$ cat config.mk
export PLATFORM = sky130hd
export DESIGN_NAME = input_level_monitor
export DESIGN_NICKNAME = d
export VERILOG_FILES = /design/src/rtl/lvm_pkg.sv /design/src/rtl/lvm_window.sv /design/src/rtl/lvm_accum.sv /design/src/rtl/lvm_code.sv /design/src/rtl/input_level_monitor.sv
export SDC_FILE = /design/constraint.sdc
export NUM_CORES = 1
export LEC_CHECK = 0
export ABC_AREA = 1
export BUFFER_PORTS_ARGS = -buffer_cell sky130_fd_sc_hd__buf_2
export CORE_AREA = 2 2 139 277
export DETAILED_ROUTE_END_ITERATION = 7
export DIE_AREA = 0 0 141 279
export MAX_ROUTING_LAYER = met4
export PLACE_DENSITY = 0.72
export SKIP_CTS_REPAIR_TIMING = 1
export SLEW_MARGIN = 20
export SYNTH_ARGS = -nofsm -noshare
export SYNTH_HDL_FRONTEND = slang
export SYNTH_SLANG_ARGS = --single-unit
$ cat constraint.sdc
create_clock -name clk -period 22.7 [get_ports clk]
set_input_delay 1.135 -clock clk [delete_from_list [all_inputs] [get_ports clk]]
set_output_delay 1.135 -clock clk [all_outputs]
set_load 0.005 [all_outputs]
$ cat src/rtl/lvm_pkg.sv
package lvm_pkg;

  // magnitude of a sign-extended sample
  function automatic logic [31:0] mag_of(input logic signed [31:0] x);
    return (x < 0) ? 32'(-x) : 32'(x);
  endfunction

  // square of a sign-extended sample
  function automatic logic [63:0] square_of(input logic signed [31:0] x);
    logic signed [63:0] w;
    w = 64'(x);
    return 64'(w * w);
  endfunction

  // count of 6 dB steps the level sits above the threshold, 0..7
  function automatic logic [2:0] level_steps(input logic [63:0] lvl,
                                             input logic [63:0] thr,
                                             input logic        pow);
    logic [3:0] n;
    n = 4'd0;
    for (int k = 1; k <= 7; k++) begin
      if (lvl >= (thr << (pow ? 2 * k : k))) n = n + 4'd1;
    end
    return n[2:0];
  endfunction

endpackage

$ cat src/rtl/lvm_window.sv
module lvm_window #(
  parameter int WIN_W = 8
) (
  input  logic             clk,
  input  logic             rst_n,
  input  logic             smp_valid,
  input  logic [WIN_W-1:0] win_len,
  output logic             win_last
);
  logic [WIN_W-1:0] cnt_q;

  assign win_last = smp_valid && (cnt_q >= win_len);

  always_ff @(posedge clk or negedge rst_n) begin
    if (!rst_n)         cnt_q <= '0;
    else if (smp_valid) cnt_q <= win_last ? '0 : cnt_q + 1'b1;
  end


  gap_hold_chk: assert property (@(posedge clk) disable iff (!rst_n)
    !smp_valid |=> $stable(cnt_q));


  win_restart_chk: assert property (@(posedge clk) disable iff (!rst_n)
    win_last |=> (cnt_q == '0));
endmodule

$ cat src/rtl/lvm_accum.sv
module lvm_accum #(
  parameter int SMP_W = 14,
  parameter int ACC_W = 35
) (
  input  logic                    clk,
  input  logic                    rst_n,
  input  logic                    smp_valid,
  input  logic signed [SMP_W-1:0] smp_data,
  input  logic                    mode_mean,
  input  logic                    win_last,
  output logic [ACC_W-1:0]        win_result
);
  import lvm_pkg::*;

  logic [ACC_W-1:0]  acc_q;
  logic signed [31:0] smp_ext;
  logic [ACC_W-1:0]  mag_w;
  logic [ACC_W-1:0]  sq_w;

  assign smp_ext = 32'(smp_data);
  assign mag_w   = ACC_W'(mag_of(smp_ext));
  assign sq_w    = ACC_W'(square_of(smp_ext));

  always_comb begin
    if (mode_mean) win_result = acc_q + sq_w;
    else           win_result = (mag_w > acc_q) ? mag_w : acc_q;
  end

  always_ff @(posedge clk or negedge rst_n) begin
    if (!rst_n)         acc_q <= '0;
    else if (smp_valid) acc_q <= win_last ? '0 : win_result;
  end


  acc_gap_chk: assert property (@(posedge clk) disable iff (!rst_n)
    !smp_valid |=> $stable(acc_q));


  peak_floor_chk: assert property (@(posedge clk) disable iff (!rst_n)
    (smp_valid && !mode_mean) |-> (win_result >= mag_w));


  acc_clear_chk: assert property (@(posedge clk) disable iff (!rst_n)
    win_last |=> (acc_q == '0));
endmodule

$ cat src/rtl/lvm_code.sv
module lvm_code #(
  parameter int ACC_W = 35
) (
  input  logic             clk,
  input  logic             rst_n,
  input  logic             smp_valid,
  input  logic             ovr_flag,
  input  logic             mode_mean,
  input  logic             win_last,
  input  logic [ACC_W-1:0] win_result,
  input  logic [ACC_W-1:0] lo_thresh,
  output logic [ACC_W-1:0] meas_q,
  output logic             meas_done,
  output logic [2:0]       gain_code
);
  import lvm_pkg::*;

  logic       ovr_seen_q;
  logic       ovr_any;
  logic [2:0] lvl_code;

  assign ovr_any  = ovr_seen_q | (smp_valid & ovr_flag);
  assign lvl_code = level_steps(64'(win_result), 64'(lo_thresh), mode_mean);

  always_ff @(posedge clk or negedge rst_n) begin
    if (!rst_n) begin
      meas_q     <= '0;
      meas_done  <= 1'b0;
      gain_code  <= 3'd0;
      ovr_seen_q <= 1'b0;
    end else begin
      meas_done <= win_last;
      if (win_last) begin
        meas_q     <= win_result;
        gain_code  <= ovr_any ? 3'd7 : lvl_code;
        ovr_seen_q <= 1'b0;
      end else if (smp_valid && ovr_flag) begin
        ovr_seen_q <= 1'b1;
      end
    end
  end


  ovr_force_chk: assert property (@(posedge clk) disable iff (!rst_n)
    (win_last && ovr_any) |=> (gain_code == 3'd7));


  ovr_clear_chk: assert property (@(posedge clk) disable iff (!rst_n)
    win_last |=> !ovr_seen_q);


  meas_hold_chk: assert property (@(posedge clk) disable iff (!rst_n)
    !meas_done |-> $stable(meas_q));


  code_hold_chk: assert property (@(posedge clk) disable iff (!rst_n)
    !meas_done |-> $stable(gain_code));
endmodule

$ cat src/rtl/input_level_monitor.sv
module input_level_monitor #(
  parameter  int SMP_W = 14,
  parameter  int WIN_W = 8,
  localparam int ACC_W = 2 * SMP_W - 1 + WIN_W
) (
  input  logic                    clk,
  input  logic                    rst_n,
  input  logic                    smp_valid,
  input  logic signed [SMP_W-1:0] smp_data,
  input  logic                    ovr_flag,
  input  logic                    mode_mean,
  input  logic [WIN_W-1:0]        win_len,
  input  logic [ACC_W-1:0]        lo_thresh,
  output logic [ACC_W-1:0]        meas_q,
  output logic                    meas_done,
  output logic [2:0]              gain_code
);
  logic             win_last;
  logic [ACC_W-1:0] win_result;

  lvm_window #(.WIN_W(WIN_W)) win_i (
    .clk(clk), .rst_n(rst_n), .smp_valid(smp_valid),
    .win_len(win_len), .win_last(win_last)
  );

  lvm_accum #(.SMP_W(SMP_W), .ACC_W(ACC_W)) acc_i (
    .clk(clk), .rst_n(rst_n), .smp_valid(smp_valid), .smp_data(smp_data),
    .mode_mean(mode_mean), .win_last(win_last), .win_result(win_result)
  );

  lvm_code #(.ACC_W(ACC_W)) code_i (
    .clk(clk), .rst_n(rst_n), .smp_valid(smp_valid), .ovr_flag(ovr_flag),
    .mode_mean(mode_mean), .win_last(win_last), .win_result(win_result),
    .lo_thresh(lo_thresh), .meas_q(meas_q), .meas_done(meas_done),
    .gain_code(gain_code)
  );


  done_src_chk: assert property (@(posedge clk) disable iff (!rst_n)
    win_last |=> meas_done);
endmodule

# Word-level counts from Yosys, hierarchy flattened

Index checks and enable logic that the tools add are counted.

RAM bits: 0
Latch bits: 0
Memories kept: 0
Flip-flop bits (word level): 83
Word-level logic and storage cells: 60
Bits of input ports: 62
ROM bits: 0

Divide/modulo/power cells: 0
Bitwise operators: 2
Shift operators: 7
Muxes and demuxes: 22
Reductions and logical operators: 3
Add/sub/neg operators: 9
Multiply operators: 1
Equal/unequal tests: 0
Order comparisons: 10

Operator list:

| kind                | count |
|---|---|
| $ge 35x64->1        | 7 |
| $shl 35x32->64      | 7 |
| $mux 35             | 3 |
| $add 35x35->35      | 1 |
| $gt 32x35->1        | 1 |
| $mux 32             | 1 |
| $neg 14->32         | 1 |
| $mul 14x14->28      | 1 |
| $mux 3              | 8 |
| $mux 4              | 4 |
| $lt 14x1->1 const B | 1 |
| $add 3x1->3 const B | 4 |
| $add 8x1->8 const B | 1 |
| $ge 8x8->1          | 1 |
| $mux 8              | 1 |
| $mux 2              | 2 |
| $add 2x1->3 const B | 1 |
| $mux 1              | 3 |
| $add 1x1->2 const B | 1 |
| $logic_and 1x1->1   | 2 |
| $reduce_bool 2->1   | 1 |
| $and 1x1->1         | 1 |
| $or 1x1->1          | 1 |

# Logic depth before layout (Yosys ltp)

Gate-level depths: netlist of run 1.

Depth after elaboration: 20
Gate-level depth with buffers: 77
Depth with buffers taken out: 75

# Cells and area by module

A second synthesis of run 1 with hierarchy kept.

Cells, all modules: 3312
Area total of the unflattened synthesis: 22056.2 um^2

Modules (own cells, without submodules):

| module     | instances | cells each | area each (um^2) |
|---|---|---|---|
| lvm_accum  | 1         | 1878       | 12904.9 |
| lvm_code   | 1         | 1347       | 8488.1 |
| lvm_window | 1         | 87         | 663.1 |

# Worst setup path after synthesis of run 1

OpenSTA, ideal clock, no wires.

Path kind: input-to-reg
Start point: in smp_data[7]
End point: reg code_i.gain_code[2]
Slack: 10369 ps
Arrival time: 12214 ps
Stages: 64
Library setup time: 117 ps
Path through: clkbuf_1 -> clkbuf_1 -> nand2_1 -> fa_1 -> inv_1 -> fa_1 -> fa_1 -> inv_1 -> fa_1 -> inv_1 -> fa_1 -> fa_1 -> ha_1 -> a21oi_1 -> nand2_1 -> nand3_1 -> nand2_1 -> a21o_1 -> [28 not listed] -> o21ai_0 -> inv_1 -> ha_1 -> o21ai_0 -> inv_1 -> ha_1 -> nand2_1 -> nand2_1 -> ha_1 -> or2_2 -> and2_1 -> ha_1 -> inv_1 -> nor2_1 -> nand3_1 -> nand2_1 -> nor2_1 -> nor2_1

Word-level cells in the longest chain between the ends: 20
Elaborated cells on any way between the ends: 29
Classes of those cells: add/sub (8); mul (1); order compare (9); mux (11)

Ends and longest elaborated chain:

| what                                                                   | line                     | text |
|---|---|---|
| start, declared                                                        | input_level_monitor.sv:9 | `input logic signed [SMP_W-1:0] smp_data,` |
| parallel branches: the longest is 4 deep, another holds $add 35x35->35 | n/a                      |  |
| $mux 35 *                                                              | lvm_accum.sv:25          | `if (mode_mean) win_result = acc_q + sq_w;` |
| named net acc_i.win_result[19]                                         | lvm_accum.sv:11          | `output logic [ACC_W-1:0] win_result` |
| $ge 35x64->1                                                           | lvm_pkg.sv:22            | `if (lvl >= (thr << (pow ? 2 * k : k))) n = n + 4'd1;` |
| $mux 1                                                                 | lvm_pkg.sv:22            |  |
| $add 1x1->2                                                            | lvm_pkg.sv:22            |  |
| $mux 2                                                                 | lvm_pkg.sv:22            |  |
| $add 2x1->3                                                            | lvm_pkg.sv:22            |  |
| [2 not listed]                                                         | n/a                      |  |
| $mux 3                                                                 | lvm_pkg.sv:22            |  |
| $add 3x1->3                                                            | lvm_pkg.sv:22            |  |
| $mux 3                                                                 | lvm_pkg.sv:22            |  |
| $add 3x1->3                                                            | lvm_pkg.sv:22            |  |
| $mux 3                                                                 | lvm_pkg.sv:22            |  |
| $add 3x1->3                                                            | lvm_pkg.sv:22            |  |
| $mux 3 *                                                               | lvm_pkg.sv:22            |  |
| $mux 3 *                                                               | lvm_code.sv:35           | `gain_code <= ovr_any ? 3'd7 : lvl_code;` |
| end signal, assigned                                                   | lvm_code.sv:35           |  |
| end, declared                                                          | lvm_code.sv:14           | `output logic [2:0] gain_code` |

Mark *: on every way through the listed nets, which the timed path passes.
A chain may end at the register's enable or synchronous reset.

# Worst setup path in the final report of run 1

Ends and elaborated chain as after synthesis.

==> flow_summary_export.csv, run 1 <==
group,metric,value,unit
timing,hold_violations,0,
global_routing,grt_max_degree,66,
critical_path,worstPathRequired,22.97,ns
synth,synth_flop_cell,"dfrtp_1",
floorplanning,core_area,37200,um^2
synth,yosys-top-cells-area,"ha_1 (22%), fa_1 (17%), nand2_1 (14%), inv_1 (10%), dfrtp_1 (10%)",
clocking,cts_sinks,83,
floorplanning,die_w,141,um
place,io_buffers,100,
synth,ys_ff_latch,83,
global_routing,grt_pass1_wl,107,mm
layout,drive_gt1_frac,0.0668,
synth,synth-edff-count,0,
outcome,status,"completed",
critical_path,critical_path_class,"in -> reg",
clocking,clockRootBuffer,"clkbuf_16",
clocking,clkLatencyLatePin,0.38,ns
layout,fin_nets,3587,
synth,yosysWarnings,0,
timing,slew_violations,0,
critical_path,critPathMaxStageDelay,0.55,ns
floorplanning,ios,101,
routing,post_drt_wl_per_cell,19.3,um
place,place.detailed.hpwl,56.0,mm
clocking,cts_max_level,3,
synth,yosysSeqAreaShare,0.102,
floorplanning,die_h,279,um
job,maxCapViolations,0,
routing,drtPass1Iterations,5,
layout,nFillCells,3662,
synth,synth.most_common_cell,"nand2_1",
timing,fmaxAchievable,0.0713,GHz
synth,netlist_area,20300,um^2
layout,synthToLayoutAreaGrowth,6.83,%
routing,wirelength,66.7,mm
timing,setup_tns,0,ns
critical_path,slowest_stage,"fa_1",
hold_path,hold_class,"reg -> reg",
routing,via_count,19900,
synth,synthCells,2902,
timing,fin_crit,14.02,ns
place,pre_cts_slack,8.48,ns
synth,synth_common_cells,"nand2_1 (769), inv_1 (554), ha_1 (361)",
global_routing,grt_pass1_vias,21100,
clocking,clk_pin_slew,0.07,ns
layout,antenna_cells,0,
clocking,cts_buffer_depth,2,
routing,antenna_left,0,
global_routing,grt-ovfl-total,0,
synth,yosys.area.top_type,"ha_1",
critical_path,end_kind,"flop",
timing,worst_hold_slack,0.483,ns
global_routing,track_usage,0.358,
clocking,cts_tree,"done",
timing,min_period_over_period,0.617,
global_routing,grt_antenna_before_repair,0,
synth,ys_types,57,
critical_path,crit_fanout,18,
routing,drc_errors,0,
critical_path,r2r_slack,13.74,ns
floorplanning,die_area,39300,um^2
synth,synthArstFlopShare,1.00,
timing,setup_viol,0,
timing,postLayoutSetupSlackWorst,8.68,ns
critical_path,cp_common_cell,"nand2_1",
critical_path,startpoint_type,"input port",
synth,yosysTopAreaCellShare,0.223,
routing,first_iter_violations,1120,
timing,grt_setup_unrepaired,"false",
floorplanning,rows,100,
timing,fin_skew,0.0120,ns
critical_path,arrival,14.29,ns
timing,slew_headroom,0.365,
synth,avgSynthCellArea,6.99,um^2
floorplanning,start_util,0.546,
routing,vias_per_cell,5.76,
timing,worstMarginPinSlew,0.949,ns
clocking,cts_buffers,9,
place,place_congestion,1.03,
layout make-up:
| type | instances | area [um^2] | area share |
|---|---|---|---|
| multi-input combinational | 2213 | 15900 | 0.736 |
| clock buffer | 9 | 225 | 0.0104 |
| inverter | 560 | 2110 | 0.0973 |
| sequential | 83 | 2080 | 0.0958 |
| clock inverter | 7 | 76.3 | 0.00352 |
| timing repair buffer | 121 | 664 | 0.0307 |
| tap | 459 | 574 | 0.0265 |
state kept, by name (all words and copies together) (netlist names):
register	cells
code_i.meas_done	1
code_i.gain_code	3
code_i.meas_q	35
acc_i.acc_q	35
win_i.cnt_q	8
code_i.ovr_seen_q	1
per-stage QoR:
stage	instances	instance area, um^2	util
floorplan	2929	20400	-
global placement	3435	21400	0.575
detailed placement	3436	21400	0.575
CTS	3452	21700	0.583
global route	3452	21700	0.583
finish	3452	21700	0.583
final timing paths:
kind                                   startpoint                  end  cells after the start
worst max-delay path                  smp_data[7]  code_i.gain_code[2]                     63
worst min-delay path            code_i.meas_q[13]    code_i.meas_q[13]                      2
worst max register to register    acc_i.acc_q[16]  code_i.gain_code[2]                     50
worst min register to register  code_i.meas_q[13]    code_i.meas_q[13]                      2
max in group asynchronous                   rst_n    code_i.meas_q[21]                      2
min in group asynchronous                   rst_n       acc_i.acc_q[4]                      1
cells in the final DEF (no fill, tap or decap), drive strengths merged, types with 12 or more instances in the layout:
cell | netlist | layout
buf | 11 | 121
o21ai | 123 | 123
a21oi | 177 | 177
conb | 2 | 29
inv | 558 | 563
dfrtp | 83 | 83
nand2 | 783 | 783
nor2 | 182 | 182
o211ai | 16 | 16
ha | 361 | 361
o21a | 12 | 12
or2 | 24 | 24
o22ai | 28 | 28
nand4 | 32 | 32
fa | 176 | 176
nor3 | 26 | 26
xor2 | 38 | 38
nand3 | 90 | 90
xnor2 | 20 | 20
a31oi | 13 | 13
kinds of logic (layout without fill, tap and decap cells):
logic type / after synthesis / in the layout / synth area share
compound gates: 428 / 428 / 0.121
xor+xnor: 58 / 58 / 0.0250
fa+ha+maj: 537 / 537 / 0.396
buf+inv: 633 / 697 / 0.118
flops: 83 / 83 / 0.102
other cells: 2 / 29 / 0.000370
simple gates: 1161 / 1161 / 0.237
worst max-delay path, delay by kind of cell:
family | cells | cell delay, ns
compound gates | 16 | 3.60
simple gates | 23 | 3.01
fa+ha+maj | 14 | 5.32
buf+inv | 9 | 1.01
xor+xnor | 1 | 0.18
per-layer routing:
layer  global-route usage  wire (um)
met1                0.329      21500
met2                0.653      35400
met3               0.0324       2910
met4                0.304       6930
met5                    -          0
Power of run 1 is not shown: default switching activity piles up to over one toggle a cycle in this logic, so the estimate is an artifact.
==> run 2, diff against run 1 <==
PLACE_DENSITY = 0.75   (was 0.72)
clock period = 11.5 ns   (was 22.7 ns; I/O delays follow)
==> flow_summary_export.csv, run 2 (same netlist as run 1, synthesis figures left out) <==
group,metric,value,unit
job,maxCapViolations,0,
critical_path,slowest_stage,"fa_1",
clocking,cts_sinks,83,
critical_path,crit_fanout,6,
layout,final_cell_mix,"nand2_1 (741), inv_1 (532), buf_4 (357), ha_1 (333), fa_1 (170)",
clocking,cts_tree,"done",
routing,vias_per_cell,5.64,
floorplanning,core_area,37200,um^2
timing,min_period_over_period,0.988,
timing,grt_setup_unrepaired,"true",
critical_path,critical_path_class,"in -> reg",
place,place.detailed.hpwl,58.2,mm
routing,wirelength,71.3,mm
place,pre_cts_slack,-1.02,ns
global_routing,grt_antenna_before_repair,1,
layout,drive_gt1_frac,0.211,
layout,reg_top3,"acc_i.acc_q: 35 flops, code_i.meas_q: 35 flops, win_i.cnt_q: 8 flops",
floorplanning,rows,100,
critical_path,path_buf_inv,12,
critical_path,critPathMaxStageDelay,0.58,ns
routing,via_count,21400,
global_routing,grt-ovfl-total,0,
global_routing,grt_max_degree,66,
critical_path,cp_top_family,"adder cells",
timing,fin_crit,11.36,ns
critical_path,cp_common_cell,"nand2_1",
layout,utilization,0.679,
timing,slew_headroom,0.347,
floorplanning,start_util,0.546,
global_routing,grt_pass1_vias,22500,
floorplanning,die_w,141,um
routing,post_drt_wl_per_cell,18.8,um
routing,drc_errors,0,
floorplanning,ios,101,
timing,worstMarginPinSlew,0.976,ns
critical_path,worstPathRequired,11.80,ns
clocking,clk_pin_slew,0.07,ns
timing,setup_viol,0,
timing,hold_violations,0,
critical_path,startpoint_type,"input port",
clocking,cts_buffers,9,
timing,postLayoutSetupSlackWorst,0.144,ns
layout,fin_nets,3932,
layout,synthToLayoutAreaGrowth,24.3,%
floorplanning,die_area,39300,um^2
critical_path,arrival,11.66,ns
timing,worst_hold_slack,0.0726,ns
outcome,status,"completed",
hold_path,hold_class,"in -> async",
place,io_buffers,100,
clocking,clkLatencyLatePin,0.37,ns
clocking,cts_buffer_depth,2,
global_routing,track_usage,0.367,
routing,first_iter_violations,1044,
layout,layout_commonest_cell,"nand2_1",
timing,fmaxAchievable,0.0881,GHz
clocking,cts_max_level,3,
global_routing,grt_pass1_wl,110,mm
floorplanning,die_h,279,um
routing,antenna_left,0,
timing,fin_skew,0.0121,ns
place,place_congestion,1.05,
routing,drtPass1Iterations,8,
timing,slew_violations,0,
critical_path,end_kind,"flop",
clocking,clockRootBuffer,"clkbuf_16",
## run 2: cell count changes in the layout (fill, tap and decap cells not counted), sizes merged
cell / change
clkinvlp: +1
buf: +344
clkbuf: +1
inv: -1
diode: +1
## run 2: worst paths after layout
kind | endpoint | from | cells past startpoint | slack (ns)
min in group clk | code_i.meas_q[24] | code_i.meas_q[24] | 2 | 0.49
min reg2reg | code_i.meas_q[24] | code_i.meas_q[24] | 2 | 0.49
max | code_i.gain_code[1] | smp_data[7] | 65 | 0.14
min | win_i.cnt_q[1] | rst_n | 1 | 0.07
max reg2reg | code_i.gain_code[1] | acc_i.acc_q[14] | 51 | 3.60
max in group asynchronous | code_i.meas_q[15] | rst_n | 2 | 10.25
## run 2: area by class of cell
cell class | count | area (um^2)
sequential | 83 | 2080
fill | 3151 | 11900
tap | 459 | 574
antenna | 1 | 2.50
timing repair buffer | 466 | 3360
inverter | 560 | 2120
multi-input combinational | 2213 | 16800
clock buffer | 9 | 225
clock inverter | 7 | 58.8
## run 2: through the flow
stage / cells / TNS, ns / cell area, um^2
floorplan: 2929 / 0 / 20400
global placement: 3753 / -1.41 / 23700
detailed placement: 3753 / -1.97 / 23700
CTS: 3769 / -1.32 / 24000
global route: 3798 / -0.583 / 25200
finish: 3798 / 0 / 25200
## run 2: metal layers
metal / up-vias / track usage / wire [um]
met1: 10100 / 0.329 / 22600
met2: 780 / 0.662 / 37100
met4: 0 / 0.334 / 8260
li1: 10100 / - / -
met3: 436 / 0.0437 / 3320
met5: - / - / 0
## run 2: worst reg2reg max path, delay by kind of cell, from the launching register on
kind            cells  cell delay, ns
simple gates       25            3.04
fa+ha+maj           7            1.95
compound gates     10            1.32
flops               1            0.38
buf+inv             9            1.11
Power of run 2 is left out for the same reason.
